$ cat config.mk
export PLATFORM = sky130hd
export DESIGN_NAME = pit_timer
export DESIGN_NICKNAME = d
export VERILOG_FILES = /design/src/rtl/pit_pkg.sv /design/src/rtl/pit_prescaler.sv /design/src/rtl/pit_counter.sv /design/src/rtl/pit_timer.sv
export SDC_FILE = /design/constraint.sdc
export NUM_CORES = 1
export LEC_CHECK = 0
export ABC_AREA = 1
export BUFFER_PORTS_ARGS = -buffer_cell sky130_fd_sc_hd__buf_4
export CAP_MARGIN = 20
export CORE_MARGIN = 2
export CORE_UTILIZATION = 35
export DETAILED_ROUTE_END_ITERATION = 10
export PLACE_DENSITY = 0.48
export SYNTH_ARGS = -nofsm -noshare
export SYNTH_HDL_FRONTEND = slang
export SYNTH_SLANG_ARGS = --single-unit
export TNS_END_PERCENT = 1
$ cat constraint.sdc
create_clock -name clk -period 3.2 [get_ports clk]
set_input_delay 0.96 -clock clk [delete_from_list [all_inputs] [get_ports clk]]
set_output_delay 0.96 -clock clk [all_outputs]
set_load 0.01 [all_outputs]
$ cat src/rtl/pit_pkg.sv
`timescale 1ns/10ps
package pit_pkg;
  // control/status bit positions (software-visible)
  localparam int CTL_EN      = 0;
  localparam int CTL_RLD     = 1;
  localparam int CTL_FLAG    = 2;
  localparam int CTL_IE      = 3;
  localparam int CTL_OVW     = 4;
  localparam int CTL_DBG     = 5;
  localparam int CTL_DOZE    = 6;
  localparam int CTL_PRE_LSB = 8;

  // register byte offsets
  localparam int OFS_CTRL = 0;
  localparam int OFS_MOD  = 2;
  localparam int OFS_CNT  = 4;

  // last prescaler state: the tick period is 2^(pre+1) clock cycles
  function automatic int presc_last(input int pre);
    return (1 << (pre + 1)) - 1;
  endfunction
endpackage

$ cat src/rtl/pit_prescaler.sv
`timescale 1ns/10ps
module pit_prescaler #(
  parameter int PRE_W = 4
) (
  input  logic             clk,
  input  logic             rst_n,
  input  logic             run,
  input  logic             restart,
  input  logic [PRE_W-1:0] pre,
  output logic             tick
);
  localparam int PS_W = 1 << PRE_W;

  logic [PS_W-1:0] ps_q;
  logic [PS_W-1:0] ps_last;

  assign ps_last = PS_W'(pit_pkg::presc_last(int'(pre)));
  assign tick    = run && (ps_q == ps_last);

  always_ff @(posedge clk) begin
    if (!rst_n)       ps_q <= '0;
    else if (restart) ps_q <= '0;
    else if (run)     ps_q <= tick ? '0 : ps_q + PS_W'(1);
  end

  // the smallest period is two cycles, so ticks never come back to back
  p_tick_spacing_r3: assert property (@(posedge clk) disable iff (!rst_n)
    tick |=> !tick);
endmodule

$ cat src/rtl/pit_counter.sv
`timescale 1ns/10ps
module pit_counter #(
  parameter int CNT_W = 16
) (
  input  logic             clk,
  input  logic             rst_n,
  input  logic             restart,
  input  logic             load,
  input  logic [CNT_W-1:0] load_val,
  input  logic [CNT_W-1:0] limit,
  input  logic             tick,
  output logic [CNT_W-1:0] cnt,
  output logic             expire
);
  logic [CNT_W-1:0] cnt_q;

  // restart beats overwrite, and overwrite beats a tick
  assign expire = tick && !restart && !load && (cnt_q == '0);
  assign cnt    = cnt_q;

  always_ff @(posedge clk) begin
    if (!rst_n)       cnt_q <= '1;
    else if (restart) cnt_q <= limit;
    else if (load)    cnt_q <= load_val;
    else if (tick)    cnt_q <= expire ? limit : cnt_q - CNT_W'(1);
  end

  p_restart_load_r8: assert property (@(posedge clk) disable iff (!rst_n)
    restart |=> cnt_q == $past(limit));
  p_step_down_r3: assert property (@(posedge clk) disable iff (!rst_n)
    (tick && !restart && !load && cnt_q != '0) |=> cnt_q == $past(cnt_q) - CNT_W'(1));
  p_expiry_reload_r4: assert property (@(posedge clk) disable iff (!rst_n)
    expire |=> cnt_q == $past(limit));
  p_overwrite_r9: assert property (@(posedge clk) disable iff (!rst_n)
    (load && !restart) |=> cnt_q == $past(load_val));
endmodule

$ cat src/rtl/pit_timer.sv
`timescale 1ns/10ps
module pit_timer #(
  parameter int CNT_W  = 16,
  parameter int PRE_W  = 4,
  parameter int ADDR_W = 3
) (
  input  logic              clk,
  input  logic              rst_n,
  input  logic              bus_wr,
  input  logic [ADDR_W-1:0] bus_addr,
  input  logic [CNT_W-1:0]  bus_wdata,
  output logic [CNT_W-1:0]  bus_rdata,
  output logic              irq
);
  import pit_pkg::*;

  logic             en_q, rld_q, ie_q, ovw_q, dbg_q, doze_q, flag_q;
  logic [PRE_W-1:0] pre_q;
  logic [CNT_W-1:0] mod_q;
  logic [CNT_W-1:0] ctrl_word, restart_mask, limit, cnt;
  logic             wr_ctrl, wr_mod, irq_only, restart, load, next_rld;
  logic             tick, expire;

  // register image and the set of bits whose change forces a restart
  always_comb begin
    ctrl_word = '0;
    ctrl_word[CTL_EN]   = en_q;
    ctrl_word[CTL_RLD]  = rld_q;
    ctrl_word[CTL_FLAG] = flag_q;
    ctrl_word[CTL_IE]   = ie_q;
    ctrl_word[CTL_OVW]  = ovw_q;
    ctrl_word[CTL_DBG]  = dbg_q;
    ctrl_word[CTL_DOZE] = doze_q;
    ctrl_word[CTL_PRE_LSB +: PRE_W] = pre_q;
    restart_mask = '0;
    restart_mask[CTL_EN]   = 1'b1;
    restart_mask[CTL_RLD]  = 1'b1;
    restart_mask[CTL_OVW]  = 1'b1;
    restart_mask[CTL_DBG]  = 1'b1;
    restart_mask[CTL_DOZE] = 1'b1;
    restart_mask[CTL_PRE_LSB +: PRE_W] = '1;
  end

  assign wr_ctrl  = bus_wr && (bus_addr == ADDR_W'(OFS_CTRL));
  assign wr_mod   = bus_wr && (bus_addr == ADDR_W'(OFS_MOD));
  assign irq_only = wr_ctrl && (((bus_wdata ^ ctrl_word) & restart_mask) == '0);
  assign restart  = wr_ctrl && !irq_only;
  assign load     = wr_mod && ovw_q;
  assign next_rld = restart ? bus_wdata[CTL_RLD] : rld_q;
  assign limit    = next_rld ? mod_q : '1;

  pit_prescaler #(.PRE_W(PRE_W)) i_presc (
    .clk(clk), .rst_n(rst_n), .run(en_q), .restart(restart),
    .pre(pre_q), .tick(tick)
  );

  pit_counter #(.CNT_W(CNT_W)) i_count (
    .clk(clk), .rst_n(rst_n), .restart(restart), .load(load),
    .load_val(bus_wdata), .limit(limit), .tick(tick),
    .cnt(cnt), .expire(expire)
  );

  always_ff @(posedge clk) begin
    if (!rst_n) begin
      en_q <= 1'b0; rld_q <= 1'b0; ie_q <= 1'b0; ovw_q <= 1'b0;
      dbg_q <= 1'b0; doze_q <= 1'b0; pre_q <= '0;
    end else if (wr_ctrl) begin
      en_q   <= bus_wdata[CTL_EN];
      rld_q  <= bus_wdata[CTL_RLD];
      ie_q   <= bus_wdata[CTL_IE];
      ovw_q  <= bus_wdata[CTL_OVW];
      dbg_q  <= bus_wdata[CTL_DBG];
      doze_q <= bus_wdata[CTL_DOZE];
      pre_q  <= bus_wdata[CTL_PRE_LSB +: PRE_W];
    end
  end

  always_ff @(posedge clk) begin
    if (!rst_n)      mod_q <= '1;
    else if (wr_mod) mod_q <= bus_wdata;
  end

  // an expiry always wins over a clear in the same cycle
  always_ff @(posedge clk) begin
    if (!rst_n)                                        flag_q <= 1'b0;
    else if (expire)                                   flag_q <= 1'b1;
    else if ((wr_ctrl && bus_wdata[CTL_FLAG]) || wr_mod) flag_q <= 1'b0;
  end

  always_comb begin
    case (bus_addr)
      ADDR_W'(OFS_CTRL): bus_rdata = ctrl_word;
      ADDR_W'(OFS_MOD):  bus_rdata = mod_q;
      ADDR_W'(OFS_CNT):  bus_rdata = cnt;
      default:           bus_rdata = '0;
    endcase
  end

  assign irq = ie_q && flag_q;

  p_flag_on_expiry_r4: assert property (@(posedge clk) disable iff (!rst_n)
    expire |=> flag_q);
  p_flag_clear_r5: assert property (@(posedge clk) disable iff (!rst_n)
    (wr_ctrl && bus_wdata[CTL_FLAG] && !expire) |=> !flag_q);
  p_flag_no_sw_set_r5: assert property (@(posedge clk) disable iff (!rst_n)
    (!flag_q && !expire) |=> !flag_q);
  p_irq_only_hold_r7: assert property (@(posedge clk) disable iff (!rst_n)
    (irq_only && !tick) |=> $stable(cnt));
  p_mod_clears_r9: assert property (@(posedge clk) disable iff (!rst_n)
    (wr_mod && !expire) |=> !flag_q);
  p_cnt_wr_ignored_r10: assert property (@(posedge clk) disable iff (!rst_n)
    (bus_wr && bus_addr == ADDR_W'(OFS_CNT) && !tick) |=> $stable(cnt));
endmodule

### Word level (Yosys, flattened, before mapping)

Cells that the tools add are included.

* divide/modulo/power cells: 0
* multiplexer cells: 10
* eq/ne operators: 3
* $add $sub $neg: 4
* order comparisons: 0
* reductions and logical operators: 21
* shift operators: 1
* bitwise operators: 2
* multiply operators: 0

Operators with widths (count)
* $mux 16: 6
* $pmux 16 s3: 1
* $logic_not 16->1: 2
* $shl 1x32->16 const A: 1
* $add 16x1->16 const B: 1
* $eq 16x16->1: 1
* $sub 16x1->16 const B: 1
* $sub 16x2->16 const B: 1
* $xor 12x12->12: 1
* $logic_and 1x1->1: 11
* $add 4x1->5 const B: 1
* $eq 3x2->1 const B: 1
* $eq 3x3->1 const B: 1
* $logic_not 1->1: 3
* $logic_not 3->1: 1
* $mux 1: 3
* $reduce_bool 3->1: 1
* $reduce_bool 2->1: 1
* $reduce_or 2->1: 1
* $logic_or 1x1->1: 1
* $not 1->1: 1

* memory bits (read-only): 0
* memories kept: 0
* flip-flop bits (word level): 59
* memory bits (writable): 0
* output and inout bits: 17
* input bits: 22
* latch bits: 0
* word-level logic and storage cells: 52

### Longest topological paths before layout

Gate-level depths: netlist of the first run.

* depth in word-level cells: 13
* depth in mapped cells: 22
* depth with buffers taken out: 20

### Hierarchy

A second synthesis of the first run with hierarchy kept.

* cell total of the unflattened synthesis: 771
* area total of the unflattened synthesis: 4685.7 µm²

By module, submodules not included
* pit_prescaler: cells each 264, area an instance 1642.8 µm², sequential area each 320.3 µm², times used 1
* pit_counter: cells each 279, area an instance 1546.5 µm², sequential area each 320.3 µm², times used 1
* pit_timer: cells each 228, area an instance 1496.4 µm², sequential area each 540.5 µm², times used 1

### Worst setup path before layout of the first run

OpenSTA, ideal clock, no wires.

* kind: input to output
* start: input port bus_addr[0]
* end: output port bus_rdata[3]
* path buffers: 1
* path slack: 0.519 ns
* data required time: 2.240 ns
* cell stages on the path: 4
* arrival time: 1.721 ns
* path through: nor3_2 > clkbuf_1 > nand2_1 > o211ai_1

* word-level cells in the longest chain between the ends: 2
* elaborated cells on any way between the ends: 4
* those cells by class: 2 x eq/ne; 1 x mux; 1 x reduce/logical

RTL lines
* start, declared: line pit_timer.sv:10 `input logic [ADDR_W-1:0] bus_addr,`
* $eq 3x3->1 (tied with other cells): line pit_timer.sv:91 `case (bus_addr)`
* $pmux 16 s3 *: line pit_timer.sv:91
* end, declared: line pit_timer.sv:12 `output logic [CNT_W-1:0] bus_rdata,`

Mark *: on every way between the ends. The rest lies on a longest branch, timed or not.

### Final worst setup path of the first run

* start: input port bus_addr[1]
* end: output port bus_rdata[5]

Same word-level chain as after synthesis.

==> results of run 1 <==
stage by stage:
| stage | instances | area [um^2] | hold slack [ns] | power (mW) | setup WS (ns) |
|---|---|---|---|---|---|
| after detailed placement | 865 | 4710 | 0.464 | 1.07 | 0.103 |
| final | 881 | 5090 | 0.480 | 2.30 | 0.167 |
| after global placement | 865 | 4710 | 0.464 | 1.07 | 0.0555 |
| after global routing | 881 | 5090 | 0.502 | 2.38 | 0.0162 |
| after floorplan | 685 | 4170 | 0.442 | 0.952 | 0.519 |
| after CTS | 881 | 5090 | 0.477 | 2.32 | 0.116 |
layer usage:
metal  track usage (%)  up-vias
met1              31.8     2059
met5                 0        -
li1                  -     2303
met3              4.61       25
met2              33.7      139
met4              10.7        0
cell usage in the layout, fill, tap and decap left out, drive strengths merged:
master,count
a31oi,2
dfxtp,59
xor2,27
and2,2
inv,81
buf,62
o22ai,3
nor2,75
ha,3
nand4,11
clkbuf,12
o221ai,7
a21oi,30
nand3b,2
conb,1
bufinv,4
nand2,207
xnor2,8
o21ai,23
o211ai,10
nand3,87
nor3b,3
nor3,19
registers in the layout, indices dropped and copies added (netlist names):
name          count
i_presc.ps_q     16
doze_q            1
dbg_q             1
ie_q              1
ovw_q             1
i_count.cnt      16
flag_q            1
pre_q             4
rld_q             1
en_q              1
mod_q            16
worst register-to-register path, stage by stage (launching register included):
cell,delay [ns]
dfxtp_1,0.37
nor2_1,0.29
nand3_1,0.14
ha_1,0.24
xnor2_1,0.27
nor2_1,0.09
nor2_1,0.15
nand2_1,0.09
nor2_1,0.09
nand3_1,0.11
nor2_2,0.13
nand4_1,0.12
nand2_1,0.42
nand2_1,0.12
nand3_1,0.10
nand3_1,0.07
what timing repair did:
item,4_1_cts,5_1_grt
resized for setup,0,1
setup buffers,0,0
setup endpoints to repair,0,3
Yosys cell counts:
cell      instances  share of area, %
a21oi_1          30               3.6
clkbuf_1         11              0.99
buf_6             2              0.54
nor2_4            2              0.54
nor2_1           68               6.1
nand4_1          11               1.7
o21ai_0          22               2.6
xnor2_1           8               1.7
inv_2             7              0.63
nand3_2           2              0.48
o21ai_2           1              0.21
nor3b_1           3              0.54
o211ai_1         10               1.8
conb_1            1             0.090
dfxtp_1          59                28
o22ai_1           3              0.45
nor3_2            1              0.24
nand2_2           8               1.2
nor2_2            5              0.75
nand3_1          85                10
buf_2             9               1.1
a31oi_1           2              0.30
o221ai_1          7               1.5
xor2_1           27               5.7
buf_4             2              0.36
nor3_1           18               2.2
and2_1            2              0.30
ha_1              3              0.90
nand3b_1          2              0.36
nand2_1         199                18
buf_1             1             0.090
inv_1            74               6.7
final cells by class:
class	count	share of cell area (%)
clock buffer	12	5.04
multi-input combinational	520	50.3
clock inverter	4	2.36
tap	143	3.52
sequential	59	23.2
inverter	81	5.97
timing repair buffer	62	9.64
report_power, final:
group | internal (mW) | switching [mW]
clock | 0.882 | 0.359
combinational | 0.111 | 0.172
sequential | 0.756 | 0.0186
kinds of logic (layout without fill, tap and decap cells):
group / Yosys count / after routing / synth area share, %
other cells: 1 / 1 / 0.0900
simple gates: 406 / 406 / 42.5
flops: 59 / 59 / 28.3
fa+ha+maj: 3 / 3 / 0.901
compound gates: 75 / 75 / 10.5
xor+xnor: 35 / 35 / 7.36
buf+inv: 106 / 159 / 10.4
how the worst max path moves through the flow:
stage                startpoint               to  slack (ns)  cells after the start
detailed placement  bus_addr[1]   i_count.cnt[7]        0.10                     12
floorplan           bus_addr[0]     bus_rdata[3]        0.52                      4
finish              bus_addr[1]     bus_rdata[5]        0.17                      6
global route           pre_q[1]  i_count.cnt[12]        0.02                     15
global placement    bus_addr[1]   i_count.cnt[7]        0.06                     12
CTS                 bus_addr[1]     bus_rdata[5]        0.12                      6
==> results.yml, run 1 <==
worst_setup_path:
  endpoint_kind: "output port"
  critical_register_to_register_path_startpoint: "pre_q[1]"
  worst_r2r_path_depth: 15
  worst_setup_path_start_kind: "input port"
  worst-setup-path-type: "in -> out"
  worst_ep_required_time_ns: 2.24
  worst_path_max_delay_cell: "nor2_1"
  timing.critical_path.cells: "buf_4, nor2_1, nand2_2, buf_4, o221ai_1, buf_4"
  worst_path_dominant_cell_family: "buffers and inverters"
  maximum_fanout_along_the_worst_path: 6
  critPathMaxStageDelay_ns: 0.22
  r2r-end: "i_count.cnt[11]"
  r2r_setup_slack_ns: 0.27
  arrival_time_reported_for_the_critical_path_endpoint_ns: 2.07
  timing.critical_path.buf_inv: 3
  worst_path_most_repeated_cell: "buf_4"
finish:
  num-fill-cells: 1237
  finish.utilization_pct: 44.2
  drive_above_1_share_pct: 14.1
  multiInputGateArea_um2: 2560
  antennaDiodeCount: 0
  flow.area_growth_from_synthesis_pct: 22.1
  register_area_um2: 1180
  finalNetCount: 758
timing:
  skew_ns: 0.00751
  max_freq_ghz: 0.330
  finalSetupViolations: 0
  maxSlewHeadroom_pct: 65.4
  final_period_minus_worst_setup_slack_ns: 3.03
  hold_viol_final: 0
  finalMaxSlewViolations: 0
  unrepaired_setup_endpoints_after_global_routing: "no"
  timing.setup.tns_ns: 0
  final_period_util_pct: 94.8
  tightest_slew_ns: 0.518
global_route:
  grt_usage_pct: 22.8
  number_of_antenna_violations_at_the_first_check_in_global_routing: 0
  grt.overflow.total: 0
  pin_count_of_the_biggest_net_entering_global_routing: 43
  grt_pass1_vias: 4329
  grt_pass1_wl_mm: 22.6
routing:
  num_vias: 4526
  detail_route.wl_per_cell_um: 16.1
  routed_wl_mm: 14.2
  drt_iter0_drc: 391
  mean_number_of_vias_per_cell: 5.14
  wl_met2_mm: 5.99
  drt_pre_antenna_iters: 8
  wire_length_the_detailed_router_placed_on_met1_mm: 6.91
  drtAntennaViolNets: 0
  top_layer: "met4"
  metal3_wl_um: 887
  drc_errors: 4
clocking:
  htree_levels: 3
  clock_tree_from_tritoncts: "done"
  postCtsHoldBufs: 0
  numCtsBuffers: 9
  numClockSinks: 59
  clock_pin_slew_of_the_registers_on_the_worst_case_setup_and_hold_paths_ns: 0.06
  cts.root.buffer_cell: "clkbuf_16"
  clock_tree.buffer_depth: 2
  insertion_delay_of_the_later_clocked_pin_in_the_worst_skew_pair_ns: 0.34
synthesis:
  synthesis.area_per_instance_um2: 6.08
  synth_seq_cells: 59
  yosysUniqueCellTypes: 32
  share_of_synthesized_area_occupied_by_flip_flops_and_latches_pct: 28.3
  yosys_warnings: 0
  synth.cell_area_um2: 4170
  synth_fp_nets: 710
  netlist_instances: 685
placed_design:
  dp.final_hpwl_mm: 10.5
  port-buffer-count: 38
  gpl.final_weighted_congestion: 0.884
floorplanning:
  placeableCoreArea_um2: 11500
  rows: 39
  io_pins: 39
  fp.dieH_um: 113
  die-width_um: 113
  die_area_um2: 12800
  starting_utilization_of_the_core_area_pct: 36.2
min_path:
  worstHoldEndpoint: "i_count.cnt[1]"
  min_path_type: "reg -> reg"
  min_delay_path_depth: 2
  holdCritStartpoint: "i_count.cnt[1]"
run_status:
  status: "complete, but fails checks"
  violated_checks: "design-rule violations"
power_and_ir_drop:
  p_per_area_nw_per_um2: 452
  max-vdd-ir-drop_uv: 213
  power.leakage_nw: 2.43
run:
  timing.max_cap.violations: 0
Note: power is estimated with default switching activity, not from simulation.
==> run 2, diff against run 1 <==
--- a/config.mk
+++ b/config.mk
@@ -9,9 +9,11 @@
 export BUFFER_PORTS_ARGS = -buffer_cell sky130_fd_sc_hd__buf_4
 export CAP_MARGIN = 20
 export CORE_MARGIN = 2
-export CORE_UTILIZATION = 35
+export CORE_UTILIZATION = 47
+export CTS_BUF_LIST = sky130_fd_sc_hd__clkbuf_8
+export CTS_CLUSTER_SIZE = 8
 export DETAILED_ROUTE_END_ITERATION = 10
-export PLACE_DENSITY = 0.48
+export PLACE_DENSITY = 0.62
 export SYNTH_ARGS = -nofsm -noshare
 export SYNTH_HDL_FRONTEND = slang
 export SYNTH_SLANG_ARGS = --single-unit
==> run 2 against run 1 <==
The flow now finishes without violations. Critical path depth unchanged. Combinational power barely moved. Setup slack worse by 0.076 ns. Wire length decreased by 7.5%. Critical path type unchanged. Largest cell class unchanged.
==> results.yml, run 2 (synthesis results as in run 1) <==
clocking:
  clock_pin_slew_of_the_registers_on_the_worst_case_setup_and_hold_paths_ns: 0.07
  numCtsBuffers: 9
  post-cts-setup-buffers: 0
  htree_levels: 3
  clock_tree_from_tritoncts: "done"
  postCtsHoldBufs: 0
  numClockSinks: 59
  clock_tree.buffer_depth: 2
  ctsResizeCount: 0
  cts.root.buffer_cell: "clkbuf_8"
  insertion_delay_of_the_later_clocked_pin_in_the_worst_skew_pair_ns: 0.35
floorplanning:
  die_area_um2: 9640
  placeableCoreArea_um2: 8680
  die-width_um: 98.2
  io_pins: 39
  fp.dieH_um: 98.2
  starting_utilization_of_the_core_area_pct: 48.0
  rows: 34
worst_setup_path:
  endpoint_kind: "output port"
  arrival_time_reported_for_the_critical_path_endpoint_ns: 2.15
  timing.critical_path.cells: "buf_4, nor2_1, nand2_1, buf_4, o221ai_1, buf_4"
  worst_setup_path_start_kind: "input port"
  critPathMaxStageDelay_ns: 0.26
  maximum_fanout_along_the_worst_path: 9
  worst_path_dominant_cell_family: "buffers and inverters"
  worst_ep_required_time_ns: 2.24
  worst-setup-path-type: "in -> out"
  worst_path_most_repeated_cell: "buf_4"
  worst_path_max_delay_cell: "o221ai_1"
  timing.critical_path.buf_inv: 3
finish:
  layout_commonest_cell: "nand2_1"
  finish.cell_count_without_fillers: 845
  antennaDiodeCount: 0
  num-fill-cells: 906
  finalNetCount: 757
  most-common-layout-cells: "199 x nand2_1, 85 x nand3_1, 74 x inv_1"
  drive_above_1_share_pct: 14.0
  flow.area_growth_from_synthesis_pct: 17.7
routing:
  drt_pre_antenna_iters: 5
  routed_wl_mm: 13.1
  detail_route.wl_per_cell_um: 15.5
  num_vias: 4669
  mean_number_of_vias_per_cell: 5.53
  drtAntennaViolNets: 0
  drt_iter0_drc: 361
  drc_errors: 0
timing:
  max_freq_ghz: 0.322
  hold_viol_final: 0
  fin_hold_ws_ns: 0.480
  finalSetupViolations: 0
  timing.setup.tns_ns: 0
  skew_ns: 0.0100
  finalMaxSlewViolations: 0
  final_period_minus_worst_setup_slack_ns: 3.11
  final_period_util_pct: 97.2
  unrepaired_setup_endpoints_after_global_routing: "no"
global_route:
  number_of_antenna_violations_at_the_first_check_in_global_routing: 0
  grt_pass1_wl_mm: 21.7
  grt_pass1_vias: 4298
  pin_count_of_the_biggest_net_entering_global_routing: 42
  grt.overflow.total: 0
  grt_usage_pct: 28.0
min_path:
  min_path_type: "reg -> reg"
placed_design:
  dp.final_hpwl_mm: 9.82
  port-buffer-count: 38
  gpl.final_weighted_congestion: 0.923
  dpl.cell_count: 829
power_and_ir_drop:
  p_total_mw: 1.95
  max-vdd-ir-drop_uv: 204
  power.leakage_nw: 2.38
  p_per_area_nw_per_um2: 398
run_status:
  status: "finished, final reports clean"
run:
  timing.max_cap.violations: 0
-- run 2: changes by cell type in the layout (fill, tap and decap cells not counted), sizes merged --
cell / change
buf: -1
bufinv: -1
clkinv: +1
-- run 2: worst min-delay path, stage by stage, from the launching register on --
cell and delay (ns):
dfxtp_1 0.33, nand2_1 0.05, nand3_1 0.07
-- run 2: worst paths after layout --
kind | to | start | slack (ns) | depth (start not counted)
worst max register to register | i_count.cnt[8] | pre_q[1] | 0.37 | 16
worst min-delay path | i_count.cnt[13] | i_count.cnt[13] | 0.48 | 2
worst max-delay path | bus_rdata[9] | bus_addr[1] | 0.09 | 6
worst min register to register | i_count.cnt[13] | i_count.cnt[13] | 0.48 | 2
-- run 2: final cells by class --
type / instances / area [um^2] / share of cell area [%]
well taps: 108 / 135 / 2.75
multi-input cells: 520 / 2550 / 52.1
inverters: 81 / 304 / 6.20
clock inverters: 4 / 95.1 / 1.94
flip-flops and latches: 59 / 1180 / 24.1
repair buffers: 61 / 470 / 9.59
clock buffers: 12 / 165 / 3.37
-- run 2: per-layer routing --
layer  part of all wire, %  up-vias  wire (um)  global-route usage (%)
met5                     0        -          0                       0
met4                   1.3        0        172                    8.11
met3                   8.0       17       1050                    3.79
met2                    42      207       5460                    41.4
met1                    49     2142       6420                    42.5
li1                      -     2303          -                       -
-- run 2: report_power, final --
group	switching, mW	total, mW	internal (mW)
registers	0.0182	0.773	0.754
logic	0.172	0.282	0.111
clock network	0.319	0.899	0.580
total	0.509	1.95	1.45
-- run 2: stage by stage --
stage / cell area [um^2] / setup WS, ns / utilization (%)
3_5_place_dp: 4650 / 0.104 / 53.5
4_1_cts: 4910 / 0.101 / 56.5
6_report: 4910 / 0.0906 / 56.5
3_3_place_gp: 4650 / 0.0981 / 53.5
2_1_floorplan: 4170 / 0.519 / -
5_1_grt: 4910 / 0.0353 / 56.5
